File: src/rtl/lev_pkg.sv
package lev_pkg;
  localparam int N_SRC   = 4;
  localparam int COORD_W = 13;
  localparam int DATA_W  = 32;
  localparam int ADDR_W  = 3;
  localparam int HI_LSB  = 16;
  localparam int LO_LSB  = 0;

  typedef logic [COORD_W-1:0] coord_t;
  typedef logic [ADDR_W-1:0]  addr_t;
  typedef logic [N_SRC-1:0]   src_vec_t;
  typedef logic [DATA_W-1:0]  word_t;

  localparam addr_t ADR_STATUS = addr_t'(N_SRC);
  localparam addr_t ADR_CLR    = addr_t'(N_SRC + 1);
  localparam addr_t ADR_MASK   = addr_t'(N_SRC + 2);
  localparam addr_t ADR_TRIG   = addr_t'(N_SRC + 3);

  function automatic word_t place_coord(input coord_t c, input int lsb);
    word_t r;
    r = '0;
    r[lsb +: COORD_W] = c;
    return r;
  endfunction
endpackage

File: src/rtl/lev_line_match.sv
module lev_line_match
  import lev_pkg::*;
(
  input  logic   clk,
  input  logic   rst_n,
  input  coord_t pos_x,
  input  coord_t pos_y,
  input  coord_t line,
  output logic   evt
);
  logic hit;
  logic hit_d;
  logic hit_q;

  // Match holds for the whole time the scan sits at the line start.
  always_comb begin
    hit   = (pos_x == '0) && (pos_y == line);
    hit_d = hit;
  end

  always_ff @(posedge clk or negedge rst_n) begin
    if (!rst_n) begin
      hit_q <= 1'b0;
    end else begin
      hit_q <= hit_d;
    end
  end

  // Only the first cycle of a match counts as an event.
  assign evt = hit & ~hit_q;
endmodule

File: src/rtl/lev_cfg_regs.sv
module lev_cfg_regs
  import lev_pkg::*;
(
  input  logic                      clk,
  input  logic                      rst_n,
  input  logic                      wr_en,
  input  addr_t                     addr,
  input  word_t                     wdata,
  output logic [N_SRC-1:0][COORD_W-1:0] line,
  output src_vec_t                  mask,
  output coord_t                    sb_line,
  output coord_t                    db_line,
  output logic                      clr_en,
  output src_vec_t                  clr_bits
);
  logic [N_SRC-1:0][COORD_W-1:0] line_d, line_q;
  src_vec_t mask_d, mask_q;
  coord_t   sb_d, sb_q;
  coord_t   db_d, db_q;
  logic     cfg_we;
  logic     unused_wdata_bits;

  assign unused_wdata_bits = ^{wdata[DATA_W-1:HI_LSB+COORD_W],
                               wdata[HI_LSB-1:LO_LSB+COORD_W]};

  always_comb begin
    line_d = line_q;
    mask_d = mask_q;
    sb_d   = sb_q;
    db_d   = db_q;
    for (int i = 0; i < N_SRC; i++) begin
      if (addr == addr_t'(i)) begin
        line_d[i] = wdata[HI_LSB +: COORD_W];
      end
    end
    if (addr == ADR_MASK) begin
      mask_d = wdata[N_SRC-1:0];
    end
    if (addr == ADR_TRIG) begin
      sb_d = wdata[HI_LSB +: COORD_W];
      db_d = wdata[LO_LSB +: COORD_W];
    end
  end

  assign cfg_we = wr_en && (addr != ADR_STATUS) && (addr != ADR_CLR);

  always_ff @(posedge clk or negedge rst_n) begin
    if (!rst_n) begin
      line_q <= '0;
      mask_q <= '0;
      sb_q   <= '0;
      db_q   <= '0;
    end else if (cfg_we) begin
      line_q <= line_d;
      mask_q <= mask_d;
      sb_q   <= sb_d;
      db_q   <= db_d;
    end
  end

  assign line     = line_q;
  assign mask     = mask_q;
  assign sb_line  = sb_q;
  assign db_line  = db_q;
  assign clr_en   = wr_en && (addr == ADR_CLR);
  assign clr_bits = wdata[N_SRC-1:0];
endmodule

File: src/rtl/lev_status_bank.sv
module lev_status_bank
  import lev_pkg::*;
(
  input  logic     clk,
  input  logic     rst_n,
  input  logic     clr_en,
  input  src_vec_t clr_bits,
  input  src_vec_t evt,
  input  src_vec_t mask,
  output src_vec_t status,
  output logic     irq
);
  src_vec_t status_d, status_q;
  src_vec_t clr_vec;
  logic     status_we;

  // A new event is ORed in after the clear, so it survives a collision.
  always_comb begin
    clr_vec   = clr_en ? clr_bits : '0;
    status_d  = (status_q & ~clr_vec) | evt;
    status_we = clr_en || (evt != '0);
  end

  always_ff @(posedge clk or negedge rst_n) begin
    if (!rst_n) begin
      status_q <= '0;
    end else if (status_we) begin
      status_q <= status_d;
    end
  end

  assign status = status_q;
  assign irq    = |(status_q & mask);
endmodule

File: src/rtl/lev_load_pulse.sv
module lev_load_pulse (
  input  logic clk,
  input  logic rst_n,
  input  logic sb_evt,
  input  logic db_evt,
  output logic sb_pulse,
  output logic db_pulse
);
  logic sb_d, sb_q;
  logic db_d, db_q;

  always_comb begin
    sb_d = sb_evt;
    db_d = db_evt;
  end

  always_ff @(posedge clk or negedge rst_n) begin
    if (!rst_n) begin
      sb_q <= 1'b0;
      db_q <= 1'b0;
    end else begin
      sb_q <= sb_d;
      db_q <= db_d;
    end
  end

  assign sb_pulse = sb_q;
  assign db_pulse = db_q;
endmodule

File: src/rtl/line_event_unit.sv
module line_event_unit
  import lev_pkg::*;
(
  input  logic        clk,
  input  logic        rst_n,
  input  logic [12:0] pos_x,
  input  logic [12:0] pos_y,
  input  logic        reg_wr,
  input  logic [2:0]  reg_addr,
  input  logic [31:0] reg_wdata,
  output logic [31:0] reg_rdata,
  output logic        irq,
  output logic        sb_load_pulse,
  output logic        db_load_pulse
);
  logic [N_SRC-1:0][COORD_W-1:0] src_line;
  src_vec_t src_mask;
  src_vec_t src_status;
  src_vec_t line_evt;
  coord_t   sb_line;
  coord_t   db_line;
  logic     clr_en;
  src_vec_t clr_bits;
  logic     sb_evt;
  logic     db_evt;

  lev_cfg_regs u_cfg (
    .clk      (clk),
    .rst_n    (rst_n),
    .wr_en    (reg_wr),
    .addr     (reg_addr),
    .wdata    (reg_wdata),
    .line     (src_line),
    .mask     (src_mask),
    .sb_line  (sb_line),
    .db_line  (db_line),
    .clr_en   (clr_en),
    .clr_bits (clr_bits)
  );

  for (genvar g = 0; g < N_SRC; g++) begin : g_src
    lev_line_match u_match (
      .clk   (clk),
      .rst_n (rst_n),
      .pos_x (pos_x),
      .pos_y (pos_y),
      .line  (src_line[g]),
      .evt   (line_evt[g])
    );
  end

  lev_line_match u_sb_match (
    .clk   (clk),
    .rst_n (rst_n),
    .pos_x (pos_x),
    .pos_y (pos_y),
    .line  (sb_line),
    .evt   (sb_evt)
  );

  lev_line_match u_db_match (
    .clk   (clk),
    .rst_n (rst_n),
    .pos_x (pos_x),
    .pos_y (pos_y),
    .line  (db_line),
    .evt   (db_evt)
  );

  lev_status_bank u_status (
    .clk      (clk),
    .rst_n    (rst_n),
    .clr_en   (clr_en),
    .clr_bits (clr_bits),
    .evt      (line_evt),
    .mask     (src_mask),
    .status   (src_status),
    .irq      (irq)
  );

  lev_load_pulse u_pulse (
    .clk      (clk),
    .rst_n    (rst_n),
    .sb_evt   (sb_evt),
    .db_evt   (db_evt),
    .sb_pulse (sb_load_pulse),
    .db_pulse (db_load_pulse)
  );

  always_comb begin
    reg_rdata = '0;
    for (int i = 0; i < N_SRC; i++) begin
      if (reg_addr == addr_t'(i)) begin
        reg_rdata = place_coord(src_line[i], HI_LSB);
      end
    end
    case (reg_addr)
      ADR_STATUS: reg_rdata = word_t'(src_status);
      ADR_MASK:   reg_rdata = word_t'(src_mask);
      ADR_TRIG:   reg_rdata = place_coord(sb_line, HI_LSB) | place_coord(db_line, LO_LSB);
      default:    ;
    endcase
  end
endmodule

File: config.mk
export PLATFORM = sky130hd
export DESIGN_NAME = line_event_unit
export DESIGN_NICKNAME = d
export VERILOG_FILES = /design/src/rtl/lev_pkg.sv /design/src/rtl/lev_line_match.sv /design/src/rtl/lev_cfg_regs.sv /design/src/rtl/lev_status_bank.sv /design/src/rtl/lev_load_pulse.sv /design/src/rtl/line_event_unit.sv
export SDC_FILE = /design/constraint.sdc
export NUM_CORES = 1
export LEC_CHECK = 0
export BUFFER_PORTS_ARGS = -buffer_cell sky130_fd_sc_hd__clkbuf_2
export CAP_MARGIN = 20
export CORE_ASPECT_RATIO = 1.75
export CORE_UTILIZATION = 50
export CTS_CLUSTER_SIZE = 40
export DETAILED_ROUTE_END_ITERATION = 12
export PLACE_DENSITY = 0.73
export SLEW_MARGIN = 30
export SYNTH_ARGS = -nofsm -noshare
export SYNTH_HDL_FRONTEND = slang
export SYNTH_SLANG_ARGS = --single-unit
File: constraint.sdc
create_clock -name clk -period 1.6 [get_ports clk]
set_input_delay 0.16 -clock clk [delete_from_list [all_inputs] [get_ports clk]]
set_output_delay 0.16 -clock clk [all_outputs]
set_load 0.03 [all_outputs]
# After elaboration in Yosys (flattened, before gate mapping)
# Index checks and enable logic that the tools add are counted.
# totals
ff_bits	94
input_bits	64
output_inout_bits	35
word_cells	74
# op_classes
eq_ne	15
mux	6
bitwise_logic	17
reduce_logical	20
# ops
cell	n
$mux 32	3
$pmux 32 s3	1
$eq 13x13->1	6
$mux 29	1
$or 29x13->29	1
$logic_not 13->1	1
$eq 3x3->1 const B	4
$reduce_and 2->1	6
$logic_and 1x1->1	9
$and 4x4->4	2
$and 1x1->1	6
$eq 3x2->1 const B	2
$ne 3x3->1 const B	2
$not 1->1	6
$mux 4	1
$not 4->4	1
$or 4x4->4	1
$reduce_bool 4->1	1
$reduce_or 4->1	1
$eq 3x1->1 const B	1
$logic_not 3->1	1
$logic_or 1x1->1	1

# Longest topological paths before layout
# Gate-level depths: netlist (run 1).
# logic_depth
depth_word	6
depth_mapped	6
mapped_depth_nobuf	4

# Cells and area by module
# From an unflattened synthesis (run 1), not the netlist that was laid out.
# hier_totals
hier_cells	468
hier_area_um2	5507.8
# by_module_without_submodules
module	n_inst	cells_per_inst	area_per_inst_um2	seq_area_each_um2
lev_cfg_regs	1	181	3136.8	2052.0
lev_line_match	6	26	221.5	25.0
line_event_unit	1	114	828.3	0.0
lev_status_bank	1	15	163.9	100.1
lev_load_pulse	1	2	50.0	50.0

# Worst setup path after synthesis (run 1)
# OpenSTA, ideal clock, no wires.
# synth_path
path_type	input to output
start	input reg_addr[0]
end	output reg_rdata[24]
t_arrival_ns	1.548
t_required_ns	1.440
path_slack_ns	-0.108
stages	5
path_buffers	2
path_cell_list	buf_2 -> buf_4 -> mux4_2 -> inv_1 -> o21ai_0
# synth_between
elab_chain_cells	6
elab_cells_between_ends	12
cone_classes	6 x eq/ne; 5 x mux; 1 x reduce/logical
# synth_rtl
item	line	rtl
start: declaration	line_event_unit.sv:9	input logic [2:0] reg_addr,
$logic_not 3->1	line_event_unit.sv:93	if (reg_addr == addr_t'(i)) begin
$mux 29	line_event_unit.sv:93	
$mux 32 (3 in series)	line_event_unit.sv:93	
$pmux 32 s3 *	line_event_unit.sv:97	case (reg_addr)
end: declaration	line_event_unit.sv:11	output logic [31:0] reg_rdata,
# Mark *: on every way between the ends. The rest lies on a longest branch, timed or not.

# Worst setup path after layout (run 1)
# layout_path
start	register u_cfg.line_q, in the netlist u_cfg.line[47]
end	output reg_rdata[24]
# layout_between
elab_chain_cells	2
# layout_rtl
item	line	rtl
start: declaration	lev_cfg_regs.sv:16	logic [N_SRC-1:0][COORD_W-1:0] line_d, line_q;
start signal: assignment	lev_cfg_regs.sv:54	line_q <= line_d;
$mux 32	line_event_unit.sv:93	
$pmux 32 s3	line_event_unit.sv:97	
# No other way between the ends.

==> results of run 1 <==
kinds of logic after synthesis:
family	count (synthesis)	synth area share
AND/OR/NAND/NOR	83	0.0944
AO/OA/AOI/OAI	25	0.0321
multiplexers	99	0.243
XOR/XNOR	76	0.128
other	1	0.000724
flip-flops	94	0.454
buffers and inverters	51	0.0468
power by group through the flow:
stage	clock, mW	combinational [mW]	sequential (mW)
floorplan	0	1.28	3.18
global route	2.12	2.78	3.22
global placement	0	1.78	3.27
finish	1.99	2.61	3.16
detailed placement	0	1.83	3.31
CTS	2.01	2.31	3.17
layout make-up:
type,count,area (µm²)
tap,125,156
fill,758,3210
multi-input combinational,289,2720
inverter,15,56.3
clock inverter,1,5.00
sequential,94,2350
clock buffer,14,264
timing repair buffer,170,1200
metal layers:
layer / wire length, µm / GRT usage
met5: 0 / 0
met2: 7720 / 0.499
met3: 680 / 0.0520
met1: 5280 / 0.319
met4: 814 / 0.164
registers in the layout (all words and copies together) (netlist names):
register             count
g_src.u_match.hit_q      4
u_cfg.db_line           13
u_cfg.line              52
u_cfg.mask               4
u_cfg.sb_line           13
u_db_match.hit_q         1
u_pulse.db_pulse         1
u_pulse.sb_pulse         1
u_sb_match.hit_q         1
u_status.status          4
worst max path at each step:
stage / startpoint / to
after global routing: u_cfg.line[47] / reg_rdata[24]
after global placement: pos_x[7] / u_status.status[2]
after detailed placement: u_cfg.sb_line[7] / u_pulse.sb_pulse
final: u_cfg.line[47] / reg_rdata[24]
after floorplan: reg_addr[1] / reg_rdata[22]
after CTS: u_cfg.line[48] / reg_rdata[25]
synthesized netlist by cell type, types with 2 or more instances:
library cell	number	area [µm²]
nor3_1	6	30.0
nand3_1	7	35.0
and2_1	9	56.3
nand4_1	6	37.5
nor4_1	12	75.1
mux2_2	16	180
nand2_1	22	82.6
inv_1	15	56.3
nor2b_1	4	25.0
nor3b_2	2	25.0
o41ai_1	3	26.3
mux4_2	13	293
xnor2_1	30	263
clkbuf_1	11	41.3
a22oi_1	6	45.0
dfrtp_1	94	2350
mux2_1	70	788
buf_4	8	60.1
xor2_1	46	403
nand4b_1	2	17.5
nor4_2	2	25.0
o21ai_1	10	50.1
o21ai_0	3	15.0
buf_2	17	85.1
nor2_1	4	15.0
per-stage QoR:
stage,setup slack [ns],std cells
global placement,0.0347,633
finish,-0.0818,708
detailed placement,0.00362,633
floorplan,0.0142,434
global route,-0.126,708
CTS,-0.116,689
worst max-delay path, cell delays in order (launching register included):
cell and delay [ns]:
dfrtp_1 0.40, mux4_2 0.49, inv_2 0.08, o21ai_2 0.07
buf_6 0.14
timing repair:
| item | in CTS | in global routing |
|---|---|---|
| buffers inserted | 40 | 19 |
| pin swaps | 0 | 13 |
| endpoints found under the setup margin | 15 | 22 |
| cloned | 0 | 0 |
| hold endpoints to repair | 28 | 0 |
| resized for setup | 20 | 50 |
| hold buffers | 1 | 0 |
==> results.ini, run 1 <==
[hold_path]
min_to = u_cfg.db_line[4]
hp-class = input pin to flip-flop
min_from = reg_wdata[4]
hold_path_depth = 2

[global_route]
track_usage = 0.284
grt_pass1_wl_um = 22300
grt_pass1_vias = 4186
grt_overflow_total = 0
grt_antenna_before_repair = 0
grt_start_max_net_pins = 36

[logic_synthesis]
synth_flop_cell = dfrtp_1
synth_edf_count = 0
yosysWarnings = 0
ys_ff_latch = 94
ys_seq_area_frac = 0.454
yosysUniqueCellTypes = 36
syn_area_um2 = 5180
async_reset_ff_frac = 1.00
synth_cells = 429
syn_avg_cell_area_um2 = 12.1

[worst_setup_path]
cp-end-kind = primary output
critPathArrivalTime_ns = 1.52
start_kind = flip-flop
r2r-end = u_status.status[2]
r2r_start = u_cfg.line[35]
path_max_fanout = 3
reg2regPathDepth = 4
critPathRequiredTime_ns = 1.44
crit_type = flip-flop to primary output
r2r_setup_slack_ns = -0.02

[layout]
layout_commonest_cell = dfrtp_1
final_cell_mix = dfrtp_1, buf_4, mux2_1
area_growth_pct = 30.5
nNetsFinal = 643
final_core_util = 0.678
drive_gt1_frac = 0.424
postLayoutCellArea_um2 = 6760
diodes = 0

[sta]
period_minus_slack_ns = 1.68
setup_slack_ns = -0.0818
fin_skew_ns = 0.00518
rsz0062_at_grt = true
final_max_slew_viol_count = 0
fmax_mhz = 595
fin_tns_setup_ns = -0.713
setup_viol = 15
whs_ns = 0.0297
post-route-period-util = 1.05
finalHoldViolCount = 0

[power_and_ir_drop]
leakage_nw = 3.09
p_per_area_nw_per_um2 = 1150
power_frac_comb = 0.336
vdd_drop_max_mv = 0.708
power_switching_mw = 2.45
switching_share = 0.316
p_total_mw = 7.77
seq_power_share = 0.407
p_int_mw = 5.32
pwr-share-clk = 0.257

[run_status]
violations = negative setup slack
status = complete, but fails checks

[route]
routed_via_density = 5.66
drc = 0
drt-total-wl_um = 14500
first_pass_iters = 4
drt_first_iter_violations = 244
vias = 4009
ant_nets = 0
avgRoutedWirePerCell_um = 20.5

[floorplan]
die_y_um = 137
rows = 48
boundaryPins = 99
die_area_um2 = 10800
coreArea_um2 = 9970
die_x_um = 79.0
start_util = 0.520

[run]
cap_viol_max_count = 0

[cts]
cts_buffer_depth = 2
clkLatencyLatePin_ns = 0.35
clkTransAtPathRegs_ns = 0.06
htreeDepth = 3
cts_buffers = 9
cts_sinks = 94
cts_tree = done
root_buffer = clkbuf_16

[place]
dp_hpwl_um = 10400
io_buffers = 86
place_area_um2 = 5860
gp_congestion = 0.868

Note: power is estimated with default switching activity, not from simulation.
==> inputs of run 2 (changes only) <==
--- a/config.mk
+++ b/config.mk
@@ -12,6 +12,7 @@
 export CTS_CLUSTER_SIZE = 40
 export DETAILED_ROUTE_END_ITERATION = 12
 export PLACE_DENSITY = 0.73
+export SKIP_LAST_GASP = 1
 export SLEW_MARGIN = 30
 export SYNTH_ARGS = -nofsm -noshare
 export SYNTH_HDL_FRONTEND = slang
==> run 2 against run 1 <==
Against the previous run:
- hold slack improved by 0.0049 ns
- maximum frequency fell by 0.21%
- wire length fell by 1.7%
- critical path depth did not move
- core utilization fell by 0.51 points
- worst setup slack got worse by 0.0036 ns
- clock power barely moved
- non-clock buffer count fell by 1
- the flow still finishes with violations (negative setup slack)
- sequential power barely moved
- register-to-register slack barely moved
- critical endpoint unchanged
- clock skew fell by 0.00057 ns
- combinational power fell by 2%
==> results.ini, run 2 (synthesized netlist as in run 1, its figures left out) <==
[cts]
cts_tree = done
root_buffer = clkbuf_16
cts_buffer_depth = 2
clkLatencyLatePin_ns = 0.34
clkTransAtPathRegs_ns = 0.06
cts_buffers = 9
cts_sinks = 94
htreeDepth = 3

[place]
pre_cts_ws_ns = 0.00362
dp_hpwl_um = 10400
place_area_um2 = 5860
io_buffers = 86
dp.cells = 633
gp_congestion = 0.868

[sta]
period_minus_slack_ns = 1.69
whs_ns = 0.0347
fin_skew_ns = 0.00461
finalHoldViolCount = 0
rsz0062_at_grt = true
setup_viol = 14
final_max_slew_viol_count = 0
post-route-period-util = 1.05
fin_tns_setup_ns = -0.646
fmax_mhz = 593
setup_slack_ns = -0.0854

[run_status]
status = complete, but fails checks
violations = negative setup slack

[power_and_ir_drop]
p_total_mw = 7.71
power_frac_comb = 0.333
vdd_drop_max_mv = 0.710
power_switching_mw = 2.41
leakage_nw = 3.08
seq_power_share = 0.410
p_int_mw = 5.30
p_per_area_nw_per_um2 = 1150
switching_share = 0.313
pwr-share-clk = 0.257

[worst_setup_path]
critPathArrivalTime_ns = 1.53
critPathRequiredTime_ns = 1.44
crit_path_top_delay_cell = mux4_2
start_kind = flip-flop
path_max_fanout = 3
cp-end-kind = primary output
slowest_delay_ns = 0.49
cp_cell_sequence = mux4_2 -> inv_2 -> o21ai_2 -> buf_6
crit_type = flip-flop to primary output
crit_buf_inv = 2
crit_family = multiplexers

[layout]
diodes = 0
drive_gt1_frac = 0.418
area_growth_pct = 29.5
layout_commonest_cell = dfrtp_1
postLayoutCellArea_um2 = 6710
fillerInstances = 770
largest_reg_flops = 52
final_core_util = 0.673
final_cells = 707
final_cell_mix = dfrtp_1, buf_4, mux2_1
nNetsFinal = 642

[global_route]
grt_overflow_total = 0
grt_pass1_vias = 4189
grt_pass1_wl_um = 22300
grt_start_max_net_pins = 36
grt_antenna_before_repair = 0
track_usage = 0.284

[floorplan]
start_util = 0.520
die_y_um = 137
die_x_um = 79.0
boundaryPins = 99
die_area_um2 = 10800
coreArea_um2 = 9970
rows = 48

[run]
cap_viol_max_count = 0

[route]
drt_first_iter_violations = 264
drc = 0
routed_via_density = 5.59
first_pass_iters = 4
drt-total-wl_um = 14200
vias = 3954
ant_nets = 0
avgRoutedWirePerCell_um = 20.2

[hold_path]
hp-class = input pin to flip-flop

==> run 2: cell count changes in the layout (fill, tap and decap cells not counted), sizes merged <==
| cell | before | now |
|---|---|---|
| buf | 100 | 99 |
==> run 2: repair_timing <==
item / 4_1_cts / 5_1_grt
endpoints found under the setup margin: 15 / 22
pin swaps: 0 / 13
endpoints found under the hold margin: 28 / 0
gates resized for setup: 19 / 43
hold buffers: 1 / 0
setup buffers: 40 / 18
==> run 2: area by class of cell <==
type | instances | area [µm²] | area share
multi-input combinational | 289 | 2690 | 0.400
sequential | 94 | 2350 | 0.351
timing repair buffer | 169 | 1190 | 0.177
clock buffer | 14 | 264 | 0.0394
tap | 125 | 156 | 0.0233
inverter | 15 | 56.3 | 0.00839
clock inverter | 1 | 5.00 | 0.000746
==> run 2: final timing paths <==
path,from,endpoint,slack (ns),cells past startpoint
hold reg to reg,u_db_match.hit_q,u_pulse.db_pulse,0.41,1
min in group asynchronous,rst_n,u_cfg.db_line[2],0.31,2
setup / recovery,u_cfg.line[47],reg_rdata[24],-0.09,4
hold / removal,reg_wdata[5],u_cfg.db_line[5],0.03,2
setup reg to reg,u_cfg.line[35],u_status.status[2],-0.01,4
max in group asynchronous,rst_n,u_cfg.line[36],0.75,3
==> run 2: power groups by stage <==
| stage | registers (mW) | clock network [mW] | logic, mW |
|---|---|---|---|
| 2_1_floorplan | 3.18 | 0 | 1.28 |
| 3_3_place_gp | 3.27 | 0 | 1.78 |
| 3_5_place_dp | 3.31 | 0 | 1.83 |
| 4_1_cts | 3.17 | 2.01 | 2.30 |
| 5_1_grt | 3.22 | 2.10 | 2.73 |
| 6_report | 3.16 | 1.98 | 2.56 |
==> run 2: metal layers <==
metal	GRT usage	wire (µm)	vias up
li1	-	-	1789
met1	0.317	5220	1979
met2	0.500	7640	147
met3	0.0440	689	39
met4	0.174	705	0
met5	0	0	-
==> run 2: worst reg2reg max path, cell delays in order (launching register included) <==
cell      delay [ns]
dfrtp_1         0.41
xnor2_1         0.28
o221ai_1        0.18
or4_4           0.44
o31ai_2         0.22
